$ cat config.mk
export PLATFORM = sky130hd
export DESIGN_NAME = updn_tcount
export DESIGN_NICKNAME = d
export VERILOG_FILES = /design/src/rtl/updn_pkg.sv /design/src/rtl/updn_mode_dec.sv /design/src/rtl/updn_toggle_terms.sv /design/src/rtl/updn_tbit.sv /design/src/rtl/updn_tcount.sv
export SDC_FILE = /design/constraint.sdc
export NUM_CORES = 1
export LEC_CHECK = 0
export ABC_AREA = 0
export BUFFER_PORTS_ARGS = -buffer_cell sky130_fd_sc_hd__buf_2
export CAP_MARGIN = 10
export CELL_PAD_IN_SITES_DETAIL_PLACEMENT = 0
export CELL_PAD_IN_SITES_GLOBAL_PLACEMENT = 1
export CORE_AREA = 10 10 47 49
export DETAILED_ROUTE_END_ITERATION = 12
export DIE_AREA = 0 0 57 59
export GPL_TIMING_DRIVEN = 0
export MAX_ROUTING_LAYER = met4
export PLACE_DENSITY = 0.47
export SYNTH_ARGS = -nofsm -noshare
export SYNTH_HDL_FRONTEND = slang
export SYNTH_SLANG_ARGS = --single-unit
$ cat constraint.sdc
create_clock -name clk -period 1.1 [get_ports clk]
set_input_delay 0.055 -clock clk [delete_from_list [all_inputs] [get_ports clk]]
set_output_delay 0.055 -clock clk [all_outputs]
set_load 0.01 [all_outputs]
$ cat src/rtl/updn_pkg.sv
package updn_pkg;
    typedef enum logic [1:0] {
        MODE_HOLD = 2'd0,
        MODE_DOWN = 2'd1,
        MODE_UP   = 2'd2
    } step_mode_e;
endpackage

$ cat src/rtl/updn_mode_dec.sv
module updn_mode_dec
    import updn_pkg::*;
(
    input  logic       up_i,
    input  logic       dn_i,
    output step_mode_e mode_o
);
    always_comb begin
        mode_o = MODE_HOLD;
        unique casez ({up_i, dn_i})
            2'b1?:   mode_o = MODE_UP;    // up wins over down
            2'b01:   mode_o = MODE_DOWN;
            2'b00:   mode_o = MODE_HOLD;
            default: mode_o = MODE_HOLD;
        endcase
    end
endmodule

$ cat src/rtl/updn_toggle_terms.sv
module updn_toggle_terms #(
    parameter int WIDTH = 4
) (
    input  logic [WIDTH-1:0] cnt_i,
    output logic [WIDTH-1:0] inc_tog_o,
    output logic [WIDTH-1:0] dec_tog_o
);
    // Each chain link extends the previous one by one more lower bit.
    for (genvar i = 0; i < WIDTH; i++) begin : g_chain
        if (i == 0) begin : g_lsb
            assign inc_tog_o[i] = 1'b1;
            assign dec_tog_o[i] = 1'b1;
        end else begin : g_upper
            assign inc_tog_o[i] = inc_tog_o[i-1] &  cnt_i[i-1];
            assign dec_tog_o[i] = dec_tog_o[i-1] & ~cnt_i[i-1];
        end
    end
endmodule

$ cat src/rtl/updn_tbit.sv
module updn_tbit (
    input  logic clk,
    input  logic rst,
    input  logic tog_i,
    output logic q_o
);
    always_ff @(posedge clk) begin
        if (rst)        q_o <= 1'b0;
        else if (tog_i) q_o <= ~q_o;
    end
endmodule

$ cat src/rtl/updn_tcount.sv
module updn_tcount
    import updn_pkg::*;
#(
    parameter int WIDTH = 4
) (
    input  logic             clk,
    input  logic             rst,
    input  logic             up_i,
    input  logic             dn_i,
    output logic [WIDTH-1:0] count_o
);
    localparam logic [WIDTH-1:0] ONE = WIDTH'(1);

    step_mode_e       mode;
    logic [WIDTH-1:0] inc_tog;
    logic [WIDTH-1:0] dec_tog;
    logic [WIDTH-1:0] tog;

    updn_mode_dec u_mode (
        .up_i   (up_i),
        .dn_i   (dn_i),
        .mode_o (mode)
    );

    updn_toggle_terms #(.WIDTH(WIDTH)) u_terms (
        .cnt_i     (count_o),
        .inc_tog_o (inc_tog),
        .dec_tog_o (dec_tog)
    );

    // The mode decides which chain drives the toggle enables.
    always_comb begin
        tog = '0;
        unique case (mode)
            MODE_UP:   tog = inc_tog;
            MODE_DOWN: tog = dec_tog;
            MODE_HOLD: tog = '0;
            default:   tog = '0;
        endcase
    end

    for (genvar i = 0; i < WIDTH; i++) begin : g_bit
        updn_tbit u_bit (
            .clk   (clk),
            .rst   (rst),
            .tog_i (tog[i]),
            .q_o   (count_o[i])
        );
    end

    // reset clears the count
    p_reset_clear_r1: assert property (@(posedge clk)
        rst |=> (count_o == '0));
    // hold keeps the value
    p_hold_stable_r2: assert property (@(posedge clk) disable iff (rst)
        (!up_i && !dn_i) |=> $stable(count_o));
    // decrement matches subtraction
    p_down_sub_r3: assert property (@(posedge clk) disable iff (rst)
        (!up_i && dn_i) |=> (count_o == $past(count_o) - ONE));
    // increment matches addition, regardless of dn_i
    p_up_add_r4: assert property (@(posedge clk) disable iff (rst)
        up_i |=> (count_o == $past(count_o) + ONE));
    // only bits whose toggle enable was high have flipped
    p_flip_enabled_r8: assert property (@(posedge clk) disable iff (rst)
        1'b1 |=> (((count_o ^ $past(count_o)) & ~$past(tog)) == '0));
    // an increment always flips bit 0
    p_inc_lsb_r5: assert property (@(posedge clk) disable iff (rst)
        up_i |=> (count_o[0] != $past(count_o[0])));
endmodule

# Word-level counts from Yosys, hierarchy flattened
# Cells that the tools add are included.
[word_totals]
register_bits = 4
output_inout_bits = 4
elab_cells = 18
[op_classes]
muxes = 2
n_eq_ne = 3
n_bitwise = 8
n_reduce_logical = 1
[op_table]
columns = ["operator", "n"]
rows = [
  ["$pmux W4 S2", 1],
  ["$pmux W2 S3", 1],
  ["$and A1 B1 Y1", 4],
  ["$eq A2 B1 Y1 const B", 2],
  ["$not A1 Y1", 4],
  ["$eq A2 B2 Y1 const B", 1],
  ["$logic_not A2 Y1", 1],
]

# Logic depth before layout (Yosys ltp)
[depth]
word_depth = 4
mapped_depth = 3
ltp_nobuf = 3

# Hierarchy
# From an unflattened synthesis, not the netlist that was laid out.
[hier_totals]
cells_unflattened = 35
area_unflattened_um2 = 270.3
[modules_own_cells]
columns = ["module", "instances", "seq_area_each_um2", "cells_each", "area_each_um2"]
rows = [
  ["updn_tbit", 4, 20.0, 3, 32.5],
  ["updn_tcount", 1, 0.0, 12, 77.6],
  ["updn_toggle_terms", 1, 0.0, 9, 52.6],
  ["updn_mode_dec", 1, 0.0, 2, 10.0],
]

# Worst setup path before layout
# Ideal clock, no wire load.
[synth_timing]
path_kind = "flip-flop to flip-flop"
start = "register g_bit[1].u_bit.q_o"
end = "register g_bit[3].u_bit.q_o"
path_slack_ns = -0.002
arrival_time_ns = 0.962
path_stages_with_launch = 4
path_buffers = 0
period_less_slack_ns = 1.102
required_time_ns = 0.960
path_cell_list = "dfxtp_1 nor4b_4 mux2i_1 o311ai_0"
[synth_between]
elab_chain_len = 4
word_cells_on_any_way = 6
[synth_lines]
columns = ["element", "line_no", "text"]
rows = [
  ["start, declared", "updn_tbit.sv:5", "output logic q_o"],
  ["start signal, assigned", "updn_tbit.sv:9", "else if (tog_i) q_o <= ~q_o;"],
  ["$not A1 Y1", "updn_toggle_terms.sv:15", "assign dec_tog_o[i] = dec_tog_o[i-1] & ~cnt_i[i-1];"],
  ["$and A1 B1 Y1 (2 in series)", "updn_toggle_terms.sv:15", ""],
  ["$pmux W4 S2 (*)", "updn_tcount.sv:34", "unique case (mode)"],
  ["end signal, assigned", "updn_tbit.sv:9", ""],
  ["end, declared", "updn_tbit.sv:5", ""],
]
# Every way passes the cells marked *; elsewhere a longest branch is shown, timed or not.
# A chain may end at the register's enable or synchronous reset.

# Worst setup path in the final report
[layout_timing]
start = "register g_bit[0].u_bit.q_o"
end = "register g_bit[1].u_bit.q_o"
[layout_between]
elab_chain_len = 2
[layout_lines]
columns = ["element", "line_no"]
rows = [
  ["start, declared", "updn_tbit.sv:5"],
  ["start signal, assigned", "updn_tbit.sv:9"],
  ["$not A1 Y1", "updn_toggle_terms.sv:15"],
  ["$pmux W4 S2 (*)", "updn_tcount.sv:34"],
]
# Marked as above.

==> results.toml <==
[floorplanning]
rows = 14
start_util = 0.182
die_area_um2 = 3360
die_x_um = 57
pin_count = 8
fp.dieH_um = 59
core-area_um2 = 1400

[placement]
dp.cells = 51
dp_hpwl_um = 469
io_buffers = 7
gp_congestion = 0.639

[finish]
largest_register = "g_bit.u_bit.q_o"
fillers = 168
postLayoutCoreUtil = 0.263
area_delta_synth_final_pct = 44.1
fin_cells = 57
layout.nets = 47
antenna-diode-count = 0
drive_gt1_frac = 0.585
top_regs = "g_bit.u_bit.q_o (4)"
largest_register_ffs = 4

[power]
p_total_mw = 0.511
ir_worst_vdd_v = 0.000407
p_leak_nw = 0.167
power_density_nw_per_um2 = 1390

[synth]
synth_edf_count = 0
netlist_area_um2 = 255
synth_commonest_cells = "buf_4 (4), dfxtp_1 (4), nand2_1 (3), nor3_1 (3)"
synthCells = 28
synth.top_cell.area_share = 0.314
ys_seq_area_frac = 0.314
netlist_top_cells_area = "dfxtp_1 (31%), buf_4 (12%), nor4b_4 (9.3%)"
ys_ff_latch = 4
ys_warn_count = 0
syn_area_per_cell_um2 = 9.12
synthArstFlopShare = 0
ys_types = 16
yosysTopAreaCell = "dfxtp_1"
yosys_most_used_dff = "dfxtp_1"
synth_fp_nets = 32

[setup_path]
reg2reg_to = "g_bit[1].u_bit.q_o"
worst-setup-path-type = "flop to flop"
crit_family = "simple AND/OR/NAND/NOR gates"
crit_fanout = 4
required_ns = 1.27
cp_slowest_cell = "or3b_4"
critical-path-max-stage-delay_ns = 0.39
worstPathCellList = "or3b_4 > a21o_1 > a21oi_2"
timing.reg2reg.setup_slack_ns = 0.02
path_buf_inv = 0
worstSetupStartpoint = "g_bit[0].u_bit.q_o"
reg2reg_depth = 3
r2r_start = "g_bit[0].u_bit.q_o"
cp.depth = 3
crit_end = "g_bit[1].u_bit.q_o"
cp.arrival_ns = 1.25
cp-end-kind = "flop"
worst_setup_path_start_kind = "flop"

[sta]
tns_ns = 0
grt_setup_unrepaired = "true"
finalCritPeriodShare = 0.983
fin_worst_skew_ns = 0.000916
max_freq_ghz = 0.925
worst_pin_slew_ns = 0.240
hold_ws_ns = 0.0634
relSlewSlack = 0.839
finalMaxSlewViolations = 0
fin_crit_ns = 1.08
setup_violations = 0
hold_viol_final = 0

[detailed_routing]
drtIter0Drc = 0
avgViaCountPerCell = 4.05
antenna_left = 0
wl_per_cell_um = 10.8
finalWirelength_um = 615
drc_errors = 0
drtPass1Iterations = 1
num_vias = 231

[global_route]
grt_max_degree = 8
grt_busiest_layer = "met4"
track_usage = 0.0469
overflow = 0
grt_util_met1 = 0.0483
met3_usage = 0.0193
grt_pass1_wl_um = 1120
antenna_found_initial = 0
grt_pass1_vias = 272
grt.met2_usage = 0.0543

[hold_path]
hold_class = "input port to flop"
hold_depth = 2
hold_start = "rst"

[clocking]
htree_levels = 1
clock-sinks = 4
clockRootBuffer = "clkbuf_4"
numCtsBuffers = 3
clk_latency_ns = 0.24
cts_tree = "done"
clkSlewWorstSetupHoldPaths_ns = 0.04
clockBufferDepth = 2
postCtsHoldBufs = 0

[run_status]
status = "finished, final reports clean"

[job]
drv_cap = 0
==> layout make-up <==
cell class | instances | area [µm²] | area share
well taps | 16 | 20.0 | 0.0544
plain buffers | 4 | 30.0 | 0.0816
repair buffers | 10 | 57.6 | 0.156
multi-input cells | 20 | 153 | 0.415
clock buffers | 3 | 22.5 | 0.0612
flip-flops and latches | 4 | 85.1 | 0.231
==> how the worst min path moves through the flow <==
stage | slack [ns] | to
floorplan | 0.12 | g_bit[1].u_bit.q_o
global placement | 0.31 | g_bit[1].u_bit.q_o
detailed placement | 0.31 | g_bit[1].u_bit.q_o
CTS | 0.06 | g_bit[1].u_bit.q_o
global route | 0.08 | g_bit[1].u_bit.q_o
finish | 0.06 | g_bit[1].u_bit.q_o
==> layout by cell type, fill, tap and decap left out <==
cell	netlist	routed
nand2_1	3	3
nor3b_1	2	2
o21a_1	1	1
dfxtp_1	4	2
nor2_1	2	2
buf_2	0	7
mux2i_1	1	1
buf_4	4	7
a21o_1	1	1
a21oi_2	1	1
o311ai_1	0	1
and3_2	1	1
xor2_1	1	1
nor4b_4	1	1
or3b_4	0	1
clkbuf_4	0	3
dfxtp_2	0	1
nor3_1	3	2
nand3_1	1	1
nor3_2	0	1
dfxtp_4	0	1
==> logic make-up after synthesis <==
kind of cell           synth area share
buffers and inverters             0.118
XOR/XNOR                         0.0343
AO/OA/AOI/OAI                     0.127
multiplexers                     0.0392
flip-flops                        0.314
AND/OR/NAND/NOR                   0.368
==> power breakdown <==
group	total [mW]	switching [mW]	internal, mW	leakage [nW]
Combinational	0.132	0.0528	0.0792	0.119
Clock	0.191	0.0682	0.123	0.0138
Sequential	0.188	0.0241	0.164	0.0339
==> repair_timing <==
action	CTS	global route
buffers inserted	3	0
hold endpoints to repair	0	0
setup endpoints to repair	2	3
gates resized for setup	3	3
pin swaps	1	1
==> stage by stage <==
step                instance area [µm²]  setup slack (ns)
CTS                                 359          -0.00772
global placement                    310           -0.0611
finish                              368            0.0188
floorplan                           255          0.000877
detailed placement                  310           -0.0953
global route                        368           -0.0437
==> per-layer routing <==
metal	up-vias	share of wire
met3	6	0.042
met5	-	0
met4	0	0.075
li1	124	-
met1	90	0.54
met2	11	0.34
==> worst reg2reg max path, delay by kind of cell, from the launching register on <==
kind	cells	cell delay (ns)
flops	1	0.35
simple gates	1	0.40
compound gates	2	0.27
Power figures use the tool's default switching activity.
